===== config.mk =====
export PLATFORM = sky130hd
export DESIGN_NAME = gpio_bank
export DESIGN_NICKNAME = d
export VERILOG_FILES = /design/src/rtl/gpio_pkg.sv /design/src/rtl/gpio_ctrl.sv /design/src/rtl/gpio_datapath.sv /design/src/rtl/gpio_bank.sv
export SDC_FILE = /design/constraint.sdc
export NUM_CORES = 1
export LEC_CHECK = 0
export ABC_AREA = 1
export BUFFER_PORTS_ARGS = -buffer_cell sky130_fd_sc_hd__buf_2
export CAP_MARGIN = 10
export CORE_MARGIN = 2
export CORE_UTILIZATION = 50
export CTS_CLUSTER_SIZE = 25
export DETAILED_ROUTE_END_ITERATION = 10
export GPL_ROUTABILITY_DRIVEN = 1
export PLACE_DENSITY = 0.72
export SLEW_MARGIN = 20
export SYNTH_ARGS = -nofsm -noshare
export SYNTH_HDL_FRONTEND = slang
export SYNTH_SLANG_ARGS = --single-unit

===== constraint.sdc =====
create_clock -name clk -period 4 [get_ports clk]
set_clock_uncertainty 0.15 [all_clocks]
set_input_delay 0 -clock clk [delete_from_list [all_inputs] [get_ports clk]]
set_output_delay 0 -clock clk [all_outputs]
set_load 0.03 [all_outputs]

===== src/rtl/gpio_pkg.sv =====
package gpio_pkg;
  localparam int PIN_N  = 9;
  localparam int PULL_N = 10;
  localparam int DATA_W = 32;
  localparam int ADDR_W = 3;

  typedef enum logic [ADDR_W-1:0] {
    REG_DIR   = 3'd0,
    REG_INV   = 3'd1,
    REG_DATA  = 3'd2,
    REG_ROUTE = 3'd3,
    REG_PULSE = 3'd4,
    REG_CORE  = 3'd5,
    REG_PULL  = 3'd6,
    REG_LOCK  = 3'd7
  } regSel_e;

  typedef struct packed {
    logic [PIN_N-1:0]  dirIn;
    logic [PIN_N-1:0]  inv;
    logic [PIN_N-1:0]  route;
    logic [PIN_N-1:0]  pulse;
    logic [PIN_N-1:0]  core;
    logic [PULL_N-1:0] pull;
  } cfg_t;

  typedef struct packed {
    logic             dataWr;
    logic [PIN_N-1:0] dataVal;
  } strobe_t;
endpackage


===== src/rtl/gpio_ctrl.sv =====
module gpio_ctrl
  import gpio_pkg::*;
(
  input  logic              clk,
  input  logic              rstN,
  input  logic              wrEn,
  input  logic [ADDR_W-1:0] addr,
  input  logic [DATA_W-1:0] wrData,
  output cfg_t              cfgQ,
  output logic              lockQ,
  output strobe_t           strb
);
  logic cfgWr;
  logic unusedHiBits;

  assign unusedHiBits = ^wrData[DATA_W-1:PULL_N];
  assign cfgWr        = wrEn & ~lockQ;

  always_comb begin
    strb.dataWr  = wrEn && (regSel_e'(addr) == REG_DATA);
    strb.dataVal = wrData[PIN_N-1:0];
  end

  always_ff @(posedge clk or negedge rstN) begin
    if (!rstN) begin
      cfgQ.dirIn <= '1;
      cfgQ.inv   <= '0;
      cfgQ.route <= '0;
      cfgQ.pulse <= '0;
      cfgQ.core  <= '0;
      cfgQ.pull  <= '1;
      lockQ      <= 1'b0;
    end else begin
      if (cfgWr) begin
        case (regSel_e'(addr))
          REG_DIR:   cfgQ.dirIn <= wrData[PIN_N-1:0];
          REG_INV:   cfgQ.inv   <= wrData[PIN_N-1:0];
          REG_ROUTE: cfgQ.route <= wrData[PIN_N-1:0];
          REG_PULSE: cfgQ.pulse <= wrData[PIN_N-1:0];
          REG_CORE:  cfgQ.core  <= wrData[PIN_N-1:0];
          REG_PULL:  cfgQ.pull  <= wrData[PULL_N-1:0];
          default:   ;
        endcase
      end
      if (wrEn && (regSel_e'(addr) == REG_LOCK) && wrData[0]) begin
        lockQ <= 1'b1;
      end
    end
  end
endmodule


===== src/rtl/gpio_datapath.sv =====
module gpio_datapath
  import gpio_pkg::*;
#(
  parameter int SYNC_STAGES = 2,
  parameter int QUAL_TICKS  = 3
) (
  input  logic              clk,
  input  logic              rstN,
  input  logic              rtcTick,
  input  logic              pwrOk,
  input  logic [PIN_N-1:0]  pinIn,
  input  cfg_t              cfg,
  input  logic              lockQ,
  input  strobe_t           strb,
  input  logic [ADDR_W-1:0] addr,
  output logic [DATA_W-1:0] rdData,
  output logic [PIN_N-1:0]  pinOut,
  output logic [PIN_N-1:0]  pinOe,
  output logic [PULL_N-1:0] pullEn,
  output logic              smiReq
);
  localparam int CNT_W = $clog2(QUAL_TICKS + 1);
  localparam logic [CNT_W-1:0] LAST_CNT = CNT_W'(QUAL_TICKS - 1);

  logic [PIN_N-1:0] syncQ [SYNC_STAGES];
  logic [PIN_N-1:0] level;
  logic [PIN_N-1:0] evt;
  logic [PIN_N-1:0] pulseIn;
  logic [PIN_N-1:0] clrMask;
  logic [PIN_N-1:0] latchQ;
  logic [PIN_N-1:0] outQ;
  logic [PIN_N-1:0] dataView;

  always_ff @(posedge clk or negedge rstN) begin
    if (!rstN) begin
      for (int s = 0; s < SYNC_STAGES; s++) syncQ[s] <= '0;
    end else begin
      syncQ[0] <= pinIn;
      for (int s = 1; s < SYNC_STAGES; s++) syncQ[s] <= syncQ[s-1];
    end
  end

  assign level = syncQ[SYNC_STAGES-1] ^ cfg.inv;

  for (genvar p = 0; p < PIN_N; p++) begin : g_pin
    logic [CNT_W-1:0] hiCnt;
    logic             armed;

    assign evt[p] = rtcTick & level[p] & armed & (hiCnt == LAST_CNT);

    always_ff @(posedge clk or negedge rstN) begin
      if (!rstN) begin
        hiCnt <= '0;
        armed <= 1'b0;
      end else if (rtcTick) begin
        if (!level[p]) begin
          hiCnt <= '0;
          armed <= 1'b1;
        end else if (armed) begin
          if (evt[p]) armed <= 1'b0;
          else        hiCnt <= hiCnt + 1'b1;
        end
      end
    end
  end

  assign pulseIn = cfg.dirIn & cfg.pulse;
  assign clrMask = {PIN_N{strb.dataWr}} & strb.dataVal & pulseIn;

  always_ff @(posedge clk or negedge rstN) begin
    if (!rstN) begin
      latchQ <= '0;
      outQ   <= '0;
    end else begin
      latchQ <= (latchQ & ~clrMask) | (evt & pulseIn);
      if (strb.dataWr) outQ <= (outQ & cfg.dirIn) | (strb.dataVal & ~cfg.dirIn);
    end
  end

  assign dataView = (~cfg.dirIn & outQ)
                  | (cfg.dirIn & ~cfg.pulse & level)
                  | (pulseIn & latchQ);

  assign pinOut = outQ & ~(cfg.core & {PIN_N{~pwrOk}});
  assign pinOe  = ~cfg.dirIn;
  assign pullEn = cfg.pull;
  assign smiReq = |(dataView & cfg.route & cfg.dirIn);

  always_comb begin
    rdData = '0;
    case (regSel_e'(addr))
      REG_DIR:   rdData[PIN_N-1:0]  = cfg.dirIn;
      REG_INV:   rdData[PIN_N-1:0]  = cfg.inv;
      REG_DATA:  rdData[PIN_N-1:0]  = dataView;
      REG_ROUTE: rdData[PIN_N-1:0]  = cfg.route;
      REG_PULSE: rdData[PIN_N-1:0]  = cfg.pulse;
      REG_CORE:  rdData[PIN_N-1:0]  = cfg.core;
      REG_PULL:  rdData[PULL_N-1:0] = cfg.pull;
      REG_LOCK:  rdData[0]          = lockQ;
      default:   rdData = '0;
    endcase
  end
endmodule


===== src/rtl/gpio_bank.sv =====
module gpio_bank
  import gpio_pkg::*;
#(
  parameter int SYNC_STAGES = 2,
  parameter int QUAL_TICKS  = 3
) (
  input  logic              clk,
  input  logic              rstN,
  input  logic              rtcTick,
  input  logic              pwrOk,
  input  logic              wrEn,
  input  logic [ADDR_W-1:0] addr,
  input  logic [DATA_W-1:0] wrData,
  output logic [DATA_W-1:0] rdData,
  input  logic [PIN_N-1:0]  pinIn,
  output logic [PIN_N-1:0]  pinOut,
  output logic [PIN_N-1:0]  pinOe,
  output logic [PULL_N-1:0] pullEn,
  output logic              smiReq
);
  cfg_t    cfgQ;
  logic    lockQ;
  strobe_t strb;

  gpio_ctrl ctrlI (
    .clk    (clk),
    .rstN   (rstN),
    .wrEn   (wrEn),
    .addr   (addr),
    .wrData (wrData),
    .cfgQ   (cfgQ),
    .lockQ  (lockQ),
    .strb   (strb)
  );

  gpio_datapath #(
    .SYNC_STAGES (SYNC_STAGES),
    .QUAL_TICKS  (QUAL_TICKS)
  ) dpI (
    .clk     (clk),
    .rstN    (rstN),
    .rtcTick (rtcTick),
    .pwrOk   (pwrOk),
    .pinIn   (pinIn),
    .cfg     (cfgQ),
    .lockQ   (lockQ),
    .strb    (strb),
    .addr    (addr),
    .rdData  (rdData),
    .pinOut  (pinOut),
    .pinOe   (pinOe),
    .pullEn  (pullEn),
    .smiReq  (smiReq)
  );
endmodule


==> impl_metrics.csv, run 1 <==
group,metric,value,unit
status,status,"finished, final reports clean",
place,io_buffers,65,
cts,cts.hold.buffers_added,27,
cts,htree_levels,4,
global_route,grt.overflow.total,0,
drt,drt-total-wl,14900,um
floorplanning,die_x,113,um
power_and_ir_drop,power.share.combinational,15.4,%
logic_synthesis,synth_top_area_share,41.8,%
logic_synthesis,synth.most_common_cell,"nand2_1",
timing,finalCritPeriodShare,51.2,%
global_route,grt_pass1_wl,24000,um
power_and_ir_drop,p_sw,919,uW
critical_path,cp.arrival,1.90,ns
cts,clkLatencyLatePin,0.42,ns
place,detailed_place_hpwl,9620,um
floorplanning,design.die.area,12900,um2
cts,cts_buffers,17,
timing,finalSetupTns,0,ns
floorplanning,dieHeight,113,um
cts,post_cts_buffers,0,
critical_path,cp_max_fo,6,
cts,clk_pin_slew_worst_paths,0.05,ns
logic_synthesis,yosys.area.top_type,"dfrtp_1",
floorplanning,io_pins,110,
drt,drtIter0Drc,432,
power_and_ir_drop,power_frac_seq,41.5,%
timing,period_minus_slack,2.05,ns
timing,slew_violations,0,
global_route,grtUsageTotal,24.4,%
place,gp_congestion,0.823,
critical_path,endpoint_kind,"primary output",
cells_and_area,area_delta_synth_final,19.0,%
cts,root_buffer,"clkbuf_16",
logic_synthesis,synth_area_per_cell,8.21,um2
drt,post_drt_wl_per_cell,15.3,um
cells_and_area,fill_cells,999,
logic_synthesis,syn_area,5980,um2
drt,dr.pass1.iters,4,
cts,cts_num_sinks,119,
logic_synthesis,yosysSeqAreaShare,50.2,%
drt,drc_errors,0,
cells_and_area,antenna_cells,0,
global_route,antenna_found_initial,0,
hold_path,hold_class,"in2reg",
cts,cts_max_path_buffers,2,
power_and_ir_drop,p_leak,3.58,nW
cells_and_area,utilization,61.5,%
timing,setup_viol,0,
floorplanning,core,11600,um2
global_route,grt_pass1_vias,4921,
logic_synthesis,synth_ff_type,"dfrtp_1",
logic_synthesis,async_reset_ff_share,100,%
drt,ant_nets,0,
logic_synthesis,yosys_warnings,0,
timing,fmax,489,MHz
critical_path,crit_type,"reg2out",
logic_synthesis,syn_inst,729,
logic_synthesis,synth_cell_types,35,
cells_and_area,layout.nets,877,
timing,rsz0062_at_grt,"false",
cts,cts_tree,"yes",
timing,slew-limit-headroom,50.2,%
logic_synthesis,ys_top_cells_by_count,"nand2_1, inv_1, dfrtp_1, o21ai_0, buf_4",
floorplanning,rows,39,
logic_synthesis,synthTopCellsByArea,"dfrtp_1, nand2_1, dfstp_2",
logic_synthesis,synth_edf_count,0,
timing,tightest_slew,0.746,ns
power_and_ir_drop,p_sw_share,27.3,%
global_route,grt_max_degree,47,
power_and_ir_drop,intPower,2.44,mW
power_and_ir_drop,ir_worst_vdd,295,uV
cts,cts_resized,0,
drt,vias,5150,
critical_path,start_kind,"flop",
floorplanning,start_util,51.7,%
cells_and_area,drive_above_1_share,15.9,%
run,cap_violations,0,
timing,hold_viol,0,
critical_path,required,3.85,ns
power_and_ir_drop,clkPwrFrac,43.1,%
power_and_ir_drop,power.density,472,nW/um2
drt,drt-vias-per-instance,5.28,
logic_synthesis,synth-seq-cells,119,
## metrics by stage
step	setup WS [ns]	instances	hold WS [ns]	cell area (um2)	total power, mW
after floorplan	2.51	750	-0.446	6060	1.77
after global placement	2.02	916	-0.158	6270	1.87
after detailed placement	1.95	916	-0.157	6270	1.91
after CTS	1.90	975	0.0544	7120	3.38
after global routing	1.81	975	0.0620	7120	3.52
final	1.95	975	0.0697	7120	3.36
## cells by family after synthesis
logic type               share of synthesized area (%)
AO/OA/AOI/OAI                                     13.4
XOR/XNOR                                         0.586
adder cells (fa/ha/maj)                           1.88
buffers and inverters                             11.9
flip-flops                                        50.2
other                                           0.0627
AND/OR/NAND/NOR                                   22.0
## sequential cells by signal (all words and copies together) (netlist names), named ones only
signal	cells
ctrlI.cfgQ	55
dpI.syncQ	18
dpI.g_pin.armed	9
dpI.g_pin.hiCnt	18
dpI.latchQ	9
ctrlI.lockQ	1
## layout by cell type, fill, tap and decap left out, types with 7 or more instances in the layout
cell,netlist,final
nor3_1,9,9
inv_1,103,103
ha_1,9,9
a21boi_0,10,10
dlygate4sd3_1,0,26
nand3b_1,7,7
a21oi_1,21,21
dfstp_2,19,19
o22ai_1,19,19
nor2_1,19,18
dfrtp_1,100,100
o21ai_1,9,9
buf_2,5,64
o21ai_0,83,83
conb_1,1,22
clkbuf_16,0,17
nand4_1,10,10
nand2_1,199,199
nand3_1,32,32
clkbuf_1,2,7
## worst max-delay path: stages, from the launching register on
cell	delay, ns
dfstp_2	0.58
inv_1	0.09
nand2_1	0.07
nand2_1	0.05
inv_1	0.05
nand2_1	0.07
nand2_1	0.09
nand3_1	0.12
nor2_1	0.11
nand2_1	0.08
buf_2	0.18
## power groups by stage
stage                     Clock, mW  Combinational (mW)  Sequential (mW)
final                          1.45               0.519             1.40
after CTS                      1.46               0.523             1.39
after detailed placement          0               0.493             1.41
after floorplan                   0               0.376             1.39
after global routing           1.52               0.588             1.41
after global placement            0               0.464             1.40
## area by class of cell
type                       instances  area, um2  area share (%)
clock buffer                      29        520            7.31
sequential                       119       3000            42.2
clock inverter                     3       40.0           0.562
inverter                         107        403            5.66
multi-input combinational        480       2350            33.0
tap                              143        179            2.51
timing repair buffer              94        623            8.75
## final timing paths
| check | to | from | cells after the start | slack (ns) |
|---|---|---|---|---|
| max | smiReq | ctrlI.cfgQ[53] | 10 | 1.95 |
| min | dpI.syncQ[11] | pinIn[2] | 2 | 0.07 |
| max reg2reg | ctrlI.cfgQ[0] | ctrlI.lockQ | 5 | 2.22 |
| min reg2reg | dpI.syncQ[0] | dpI.syncQ[9] | 0 | 0.19 |
| max in group asynchronous | ctrlI.cfgQ[18] | rstN | 4 | 2.59 |
| min in group asynchronous | ctrlI.cfgQ[54] | rstN | 3 | 0.52 |
## routing by layer
| metal | GRT usage (%) | part of all wire [%] | vias up |
|---|---|---|---|
| met5 | 0 | 0 | - |
| met3 | 6.80 | 6.4 | 26 |
| met2 | 39.0 | 48 | 201 |
| met4 | 9.51 | 1.9 | 0 |
| met1 | 31.9 | 43 | 2443 |
| li1 | - | - | 2480 |
Power figures use the tool's default switching activity.
==> run 2: changes to the inputs <==
==> constraint.sdc (replaced) <==
create_clock -name clk -period 1.95 [get_ports clk]
set_clock_uncertainty 0.15 [all_clocks]
set_input_delay 0 -clock clk [delete_from_list [all_inputs] [get_ports clk]]
set_output_delay 0 -clock clk [all_outputs]
set_load 0.03 [all_outputs]
==> impl_metrics.csv, run 2 (synthesized netlist as in run 1, its figures left out) <==
group,metric,value,unit
status,status,"finished, final reports clean",
cells_and_area,multi_input_area,2430,um2
hold_path,worstHoldStart,"pinIn[0]",
cells_and_area,antenna_cells,0,
drt,vias,5270,
timing,slew-limit-headroom,65.6,%
timing,worst_slack,0.00703,ns
cells_and_area,final_common_cell,"nand2_1",
global_route,grtUsageMet3,6.32,%
critical_path,r2r_setup_slack,0.32,ns
global_route,grtUsageTotal,25.4,%
critical_path,crit_top_cell,"nand2_2",
timing,fmax,515,MHz
cts,cts_buffers,17,
critical_path,crit_chain,"inv_4 > nand2_2 > o21ai_2 > inv_1 > nand2_2 > nand2_2 > nand2_2 > nor2_2 > nand2_2 > buf_6",
critical_path,required,1.80,ns
power_and_ir_drop,p_leak,3.78,nW
drt,ant_nets,0,
place,dpl_cell_area,6380,um2
cells_and_area,area_delta_synth_final,24.9,%
cells_and_area,final_cell_mix,"nand2_1, dfrtp_1, inv_1",
place,gp_congestion,0.838,
power_and_ir_drop,power.density,948,nW/um2
cells_and_area,final_cell_area,7480,um2
timing,tightest_slew,0.515,ns
hold_path,hold_depth,2,
cts,clk_pin_slew_worst_paths,0.05,ns
timing,hold_viol,0,
floorplanning,rows,39,
timing,rsz0062_at_grt,"true",
place,detailed_place_hpwl,9960,um
drt,drtIter0Drc,397,
drt,dr.pass1.iters,5,
place,place_ws,0.367,ns
floorplanning,core,11600,um2
cts,clkLatencyLatePin,0.43,ns
run,cap_violations,0,
floorplanning,io_pins,110,
timing,setup_viol,0,
power_and_ir_drop,ir_worst_vdd,726,uV
critical_path,crit_type,"reg2out",
cells_and_area,drive_above_1_share,22.8,%
critical_path,critPathBufInv,3,
global_route,grt_pass1_vias,5068,
cells_and_area,layout.cells.non_filler,1004,
cts,cts_num_sinks,119,
cts,htree_levels,4,
critical_path,cp.arrival,1.79,ns
cells_and_area,top_register,"ctrlI.cfgQ",
drt,post_drt_wl_per_cell,15.5,um
critical_path,r2r_end,"dpI.g_pin[8].hiCnt[0]",
global_route,grt.overflow.total,0,
floorplanning,dieHeight,113,um
cells_and_area,layout.nets,906,
cells_and_area,seqCellArea,3000,um2
critical_path,endpoint_kind,"primary output",
cts,cts_max_path_buffers,2,
critical_path,reg2reg_from,"dpI.g_pin[8].hiCnt[0]",
timing,slew_violations,0,
global_route,grt_max_degree,46,
drt,drc_errors,0,
timing,finalCritPeriodShare,99.6,%
cells_and_area,top_regs,"ctrlI.cfgQ: 55 flops, dpI.g_pin.hiCnt: 18 flops, dpI.syncQ: 18 flops",
cells_and_area,largest_reg_flops,55,
drt,drt-total-wl,15600,um
critical_path,crit_family,"flip-flops",
critical_path,start_kind,"flop",
global_route,grt_pass1_wl,24800,um
critical_path,cp_max_fo,4,
cts,cts_tree,"yes",
hold_path,worstHoldEndpoint,"dpI.syncQ[9]",
global_route,grt_use_met2,40.2,%
critical_path,rr_worst_depth,6,
floorplanning,start_util,51.7,%
global_route,grt_most_used_layer,"met2",
place,io_buffers,65,
global_route,antenna_found_initial,0,
global_route,grt_util_met1,33.4,%
cells_and_area,fill_cells,931,
cts,root_buffer,"clkbuf_16",
hold_path,hold_class,"in2reg",
timing,period_minus_slack,1.94,ns
floorplanning,design.die.area,12900,um2
critical_path,max_stage_delay,0.59,ns
floorplanning,die_x,113,um
place,dp_cells,927,
drt,drt-vias-per-instance,5.25,
critical_path,critPathSlowestCell,"dfstp_2",
run 2: changes by cell type in the layout (fill, tap and decap cells not counted), sizes merged:
cell / before / now
clkbuf: 29 / 26
bufinv: 1 / 2
clkinv: 3 / 7
clkinvlp: 0 / 1
buf: 68 / 94
run 2: what timing repair did:
action,in CTS,in global routing
hold buffers,26,0
resized for setup,14,30
endpoints found under the setup margin,2,8
pin swaps,4,12
hold endpoints to repair,186,0
setup buffers,10,9
run 2: layer usage:
metal | routed length [um] | share of wire, %
met2 | 7450 | 48
met5 | 0 | 0
met3 | 1130 | 7.3
met1 | 6630 | 43
met4 | 371 | 2.4
run 2: layout make-up:
class	count	share of cell area, %
clock buffers	23	6.53
clock inverters	9	1.31
inverters	107	5.42
multi-input cells	480	32.6
flip-flops and latches	119	40.2
well taps	143	2.39
repair buffers	123	11.6
run 2: how the worst max path moves through the flow:
stage	cells after the start	endpoint	start	slack (ns)
after global placement	10	smiReq	ctrlI.cfgQ[53]	0.38
after detailed placement	9	smiReq	ctrlI.cfgQ[54]	0.37
after CTS	9	smiReq	ctrlI.cfgQ[54]	0.003
final	10	smiReq	ctrlI.cfgQ[54]	0.007
after floorplan	8	rdData[0]	ctrlI.cfgQ[46]	0.46
after global routing	10	smiReq	ctrlI.cfgQ[54]	-0.06
run 2: worst reg2reg max path: stages (launching register included):
cell	delay (ns)
dfrtp_1	0.37
inv_1	0.11
ha_1	0.18
a21boi_0	0.08
o21ai_0	0.42
a21oi_1	0.10
a21oi_1	0.14
run 2: power by group:
| part | switching [mW] | internal, mW | total (mW) | leakage [nW] |
|---|---|---|---|---|
| Sequential | 0.147 | 2.72 | 2.87 | 1.40 |
| Combinational | 0.704 | 0.407 | 1.11 | 2.09 |
| Clock | 1.11 | 2.00 | 3.11 | 0.292 |
| Total | 1.96 | 5.12 | 7.08 | 3.78 |
run 2: per-stage QoR:
stage          TNS, ns  hold WS (ns)  util, %  power [mW]
2_1_floorplan        0        -0.446        -        3.63
3_3_place_gp         0        -0.144     55.2        3.85
3_5_place_dp         0        -0.139     55.2        3.93
4_1_cts              0        0.0457     63.4        7.08
5_1_grt        -0.0900        0.0575     64.6        7.40
6_report             0        0.0564     64.6        7.08
==> run 3: changes to the inputs <==
--- a/config.mk
+++ b/config.mk
@@ -7,13 +7,13 @@
 export LEC_CHECK = 0
 export ABC_AREA = 1
 export BUFFER_PORTS_ARGS = -buffer_cell sky130_fd_sc_hd__buf_2
-export CAP_MARGIN = 10
+export CAP_MARGIN = 15
 export CORE_MARGIN = 2
-export CORE_UTILIZATION = 50
+export CORE_UTILIZATION = 30
 export CTS_CLUSTER_SIZE = 25
 export DETAILED_ROUTE_END_ITERATION = 10
 export GPL_ROUTABILITY_DRIVEN = 1
-export PLACE_DENSITY = 0.72
+export PLACE_DENSITY = 0.47
 export SLEW_MARGIN = 20
 export SYNTH_ARGS = -nofsm -noshare
 export SYNTH_HDL_FRONTEND = slang
==> impl_metrics.csv, run 3 (synthesized netlist as in run 1, its figures left out) <==
group,metric,value,unit
status,status,"finished, final reports clean",
cts,cts_tree,"yes",
drt,drt-vias-per-instance,4.44,
cts,htree_levels,4,
timing,slew_violations,0,
floorplanning,design.die.area,21100,um2
critical_path,max_stage_delay,0.55,ns
place,io_buffers,65,
critical_path,crit_chain,"inv_2 > nand2_1 > o21ai_2 > inv_1 > nand2_1 > nand2_1 > nand2_2 > nor2_2 > nand2_2 > buf_6",
cells_and_area,final_cell_mix,"nand2_1, dfrtp_1, inv_1",
drt,dr.pass1.iters,5,
cells_and_area,utilization,39.0,%
cts,cts_max_path_buffers,2,
cts,root_buffer,"clkbuf_16",
critical_path,critPathSlowestCell,"dfstp_2",
hold_path,hold_class,"in2async",
timing,rsz0062_at_grt,"true",
drt,drtIter0Drc,338,
timing,setup_viol,0,
power_and_ir_drop,power_frac_seq,39.3,%
power_and_ir_drop,power.share.combinational,15.3,%
critical_path,cp_max_fo,4,
power_and_ir_drop,clkPwrFrac,45.5,%
cells_and_area,top_register,"ctrlI.cfgQ",
cells_and_area,layout.nets,901,
global_route,grt_pass1_wl,25600,um
cells_and_area,area_delta_synth_final,27.1,%
timing,slew-limit-headroom,63.3,%
timing,fmax,525,MHz
place,gp_congestion,0.772,
global_route,grt_util_met1,22.7,%
critical_path,critPathBufInv,3,
global_route,grt.overflow.total,0,
floorplanning,dieHeight,145,um
drt,vias,4979,
floorplanning,core,19500,um2
floorplanning,die_x,145,um
drt,drt-total-wl,16200,um
global_route,grt_max_degree,37,
floorplanning,io_pins,110,
cells_and_area,antenna_cells,0,
critical_path,crit_family,"flip-flops",
cts,clkLatencyLatePin,0.42,ns
timing,tightest_slew,0.549,ns
place,detailed_place_hpwl,10900,um
critical_path,crit_type,"reg2out",
power_and_ir_drop,power.density,955,nW/um2
global_route,grtUsageTotal,15.8,%
power_and_ir_drop,intPower,5.26,mW
drt,drc_errors,0,
place,place_ws,0.337,ns
critical_path,cp.arrival,1.76,ns
run,cap_violations,0,
power_and_ir_drop,p_sw_share,27.6,%
power_and_ir_drop,p_sw,2.01,mW
cells_and_area,top_regs,"ctrlI.cfgQ: 55 flops, dpI.g_pin.hiCnt: 18 flops, dpI.syncQ: 18 flops",
global_route,grt_use_met2,23.4,%
cts,clk_pin_slew_worst_paths,0.05,ns
timing,period_minus_slack,1.91,ns
global_route,grt_pass1_vias,4734,
timing,hold_viol,0,
timing,finalCritPeriodShare,97.7,%
cells_and_area,drive_above_1_share,22.4,%
critical_path,crit_top_cell,"nand2_1",
global_route,antenna_found_initial,0,
cts,cts_num_sinks,119,
drt,post_drt_wl_per_cell,14.5,um
global_route,grt_most_used_layer,"met2",
power_and_ir_drop,p_leak,3.73,nW
floorplanning,rows,51,
critical_path,required,1.80,ns
cts,cts_buffers,17,
critical_path,start_kind,"flop",
global_route,grtUsageMet3,3.62,%
drt,ant_nets,0,
cells_and_area,final_common_cell,"nand2_1",
floorplanning,start_util,30.6,%
power_and_ir_drop,ir_worst_vdd,587,uV
cells_and_area,largest_reg_flops,55,
critical_path,endpoint_kind,"primary output",
timing,hold-worst-slack,0.0300,ns
power_and_ir_drop,power,7.26,mW
timing,worst_slack,0.0450,ns
==> run 3: cell count changes in the layout (fill, tap and decap cells not counted), sizes merged <==
| cell | change |
|---|---|
| clkbuf | -4 |
| clkinv | -2 |
| clkinvlp | +4 |
| buf | -3 |
| bufinv | +2 |
| dlygate4sd3 | -2 |
==> run 3: power groups by stage <==
stage | Combinational, mW | Sequential [mW] | Clock (mW)
after floorplan | 0.771 | 2.86 | 0
after global placement | 1.02 | 2.89 | 0
after detailed placement | 1.04 | 2.89 | 0
after CTS | 1.10 | 2.85 | 3.36
after global routing | 1.27 | 2.88 | 3.47
final | 1.11 | 2.85 | 3.30
==> run 3: final timing paths <==
kind                                     start        endpoint  slack [ns]  depth (start not counted)
worst max-delay path            ctrlI.cfgQ[54]          smiReq        0.04                         10
max in group asynchronous                 rstN  ctrlI.cfgQ[50]        1.25                          3
worst min-delay path                      rstN  ctrlI.cfgQ[47]        0.03                          2
min in group clk                      pinIn[1]   dpI.syncQ[10]        0.06                          2
worst max register to register     ctrlI.lockQ   ctrlI.cfgQ[0]        0.37                          6
worst min register to register    dpI.syncQ[9]    dpI.syncQ[0]        0.20                          0
==> run 3: layout make-up <==
class                   instances  area (um2)
multi-input cells             480        2410
clock inverters                13         181
clock buffers                  19         433
fillers                      2047       11900
repair buffers                118         848
flip-flops and latches        119        3000
well taps                     265         332
inverters                     107         403
==> run 3: layer usage <==
| metal | wire length (um) | vias to the layer above | part of all wire (%) |
|---|---|---|---|
| li1 | - | 2529 | - |
| met1 | 8290 | 2301 | 51 |
| met2 | 6950 | 128 | 43 |
| met3 | 671 | 21 | 4.1 |
| met4 | 284 | 0 | 1.8 |
| met5 | 0 | - | 0 |
==> run 3: metrics by stage <==
| stage | TNS (ns) | instance area [um2] | cells |
|---|---|---|---|
| final | 0 | 7610 | 1121 |
| after global routing | -0.0763 | 7610 | 1121 |
| after CTS | 0 | 7520 | 1117 |
| after detailed placement | 0 | 6540 | 1049 |
| after global placement | 0 | 6540 | 1049 |
| after floorplan | 0 | 6060 | 750 |
==> run 3: repair_timing <==
item                                    CTS  global route
resized for setup                        18            27
endpoints found under the setup margin    2             7
hold buffers                             25             0
hold endpoints to repair                207             0
pin swaps                                 4            10
buffers inserted                         11             4
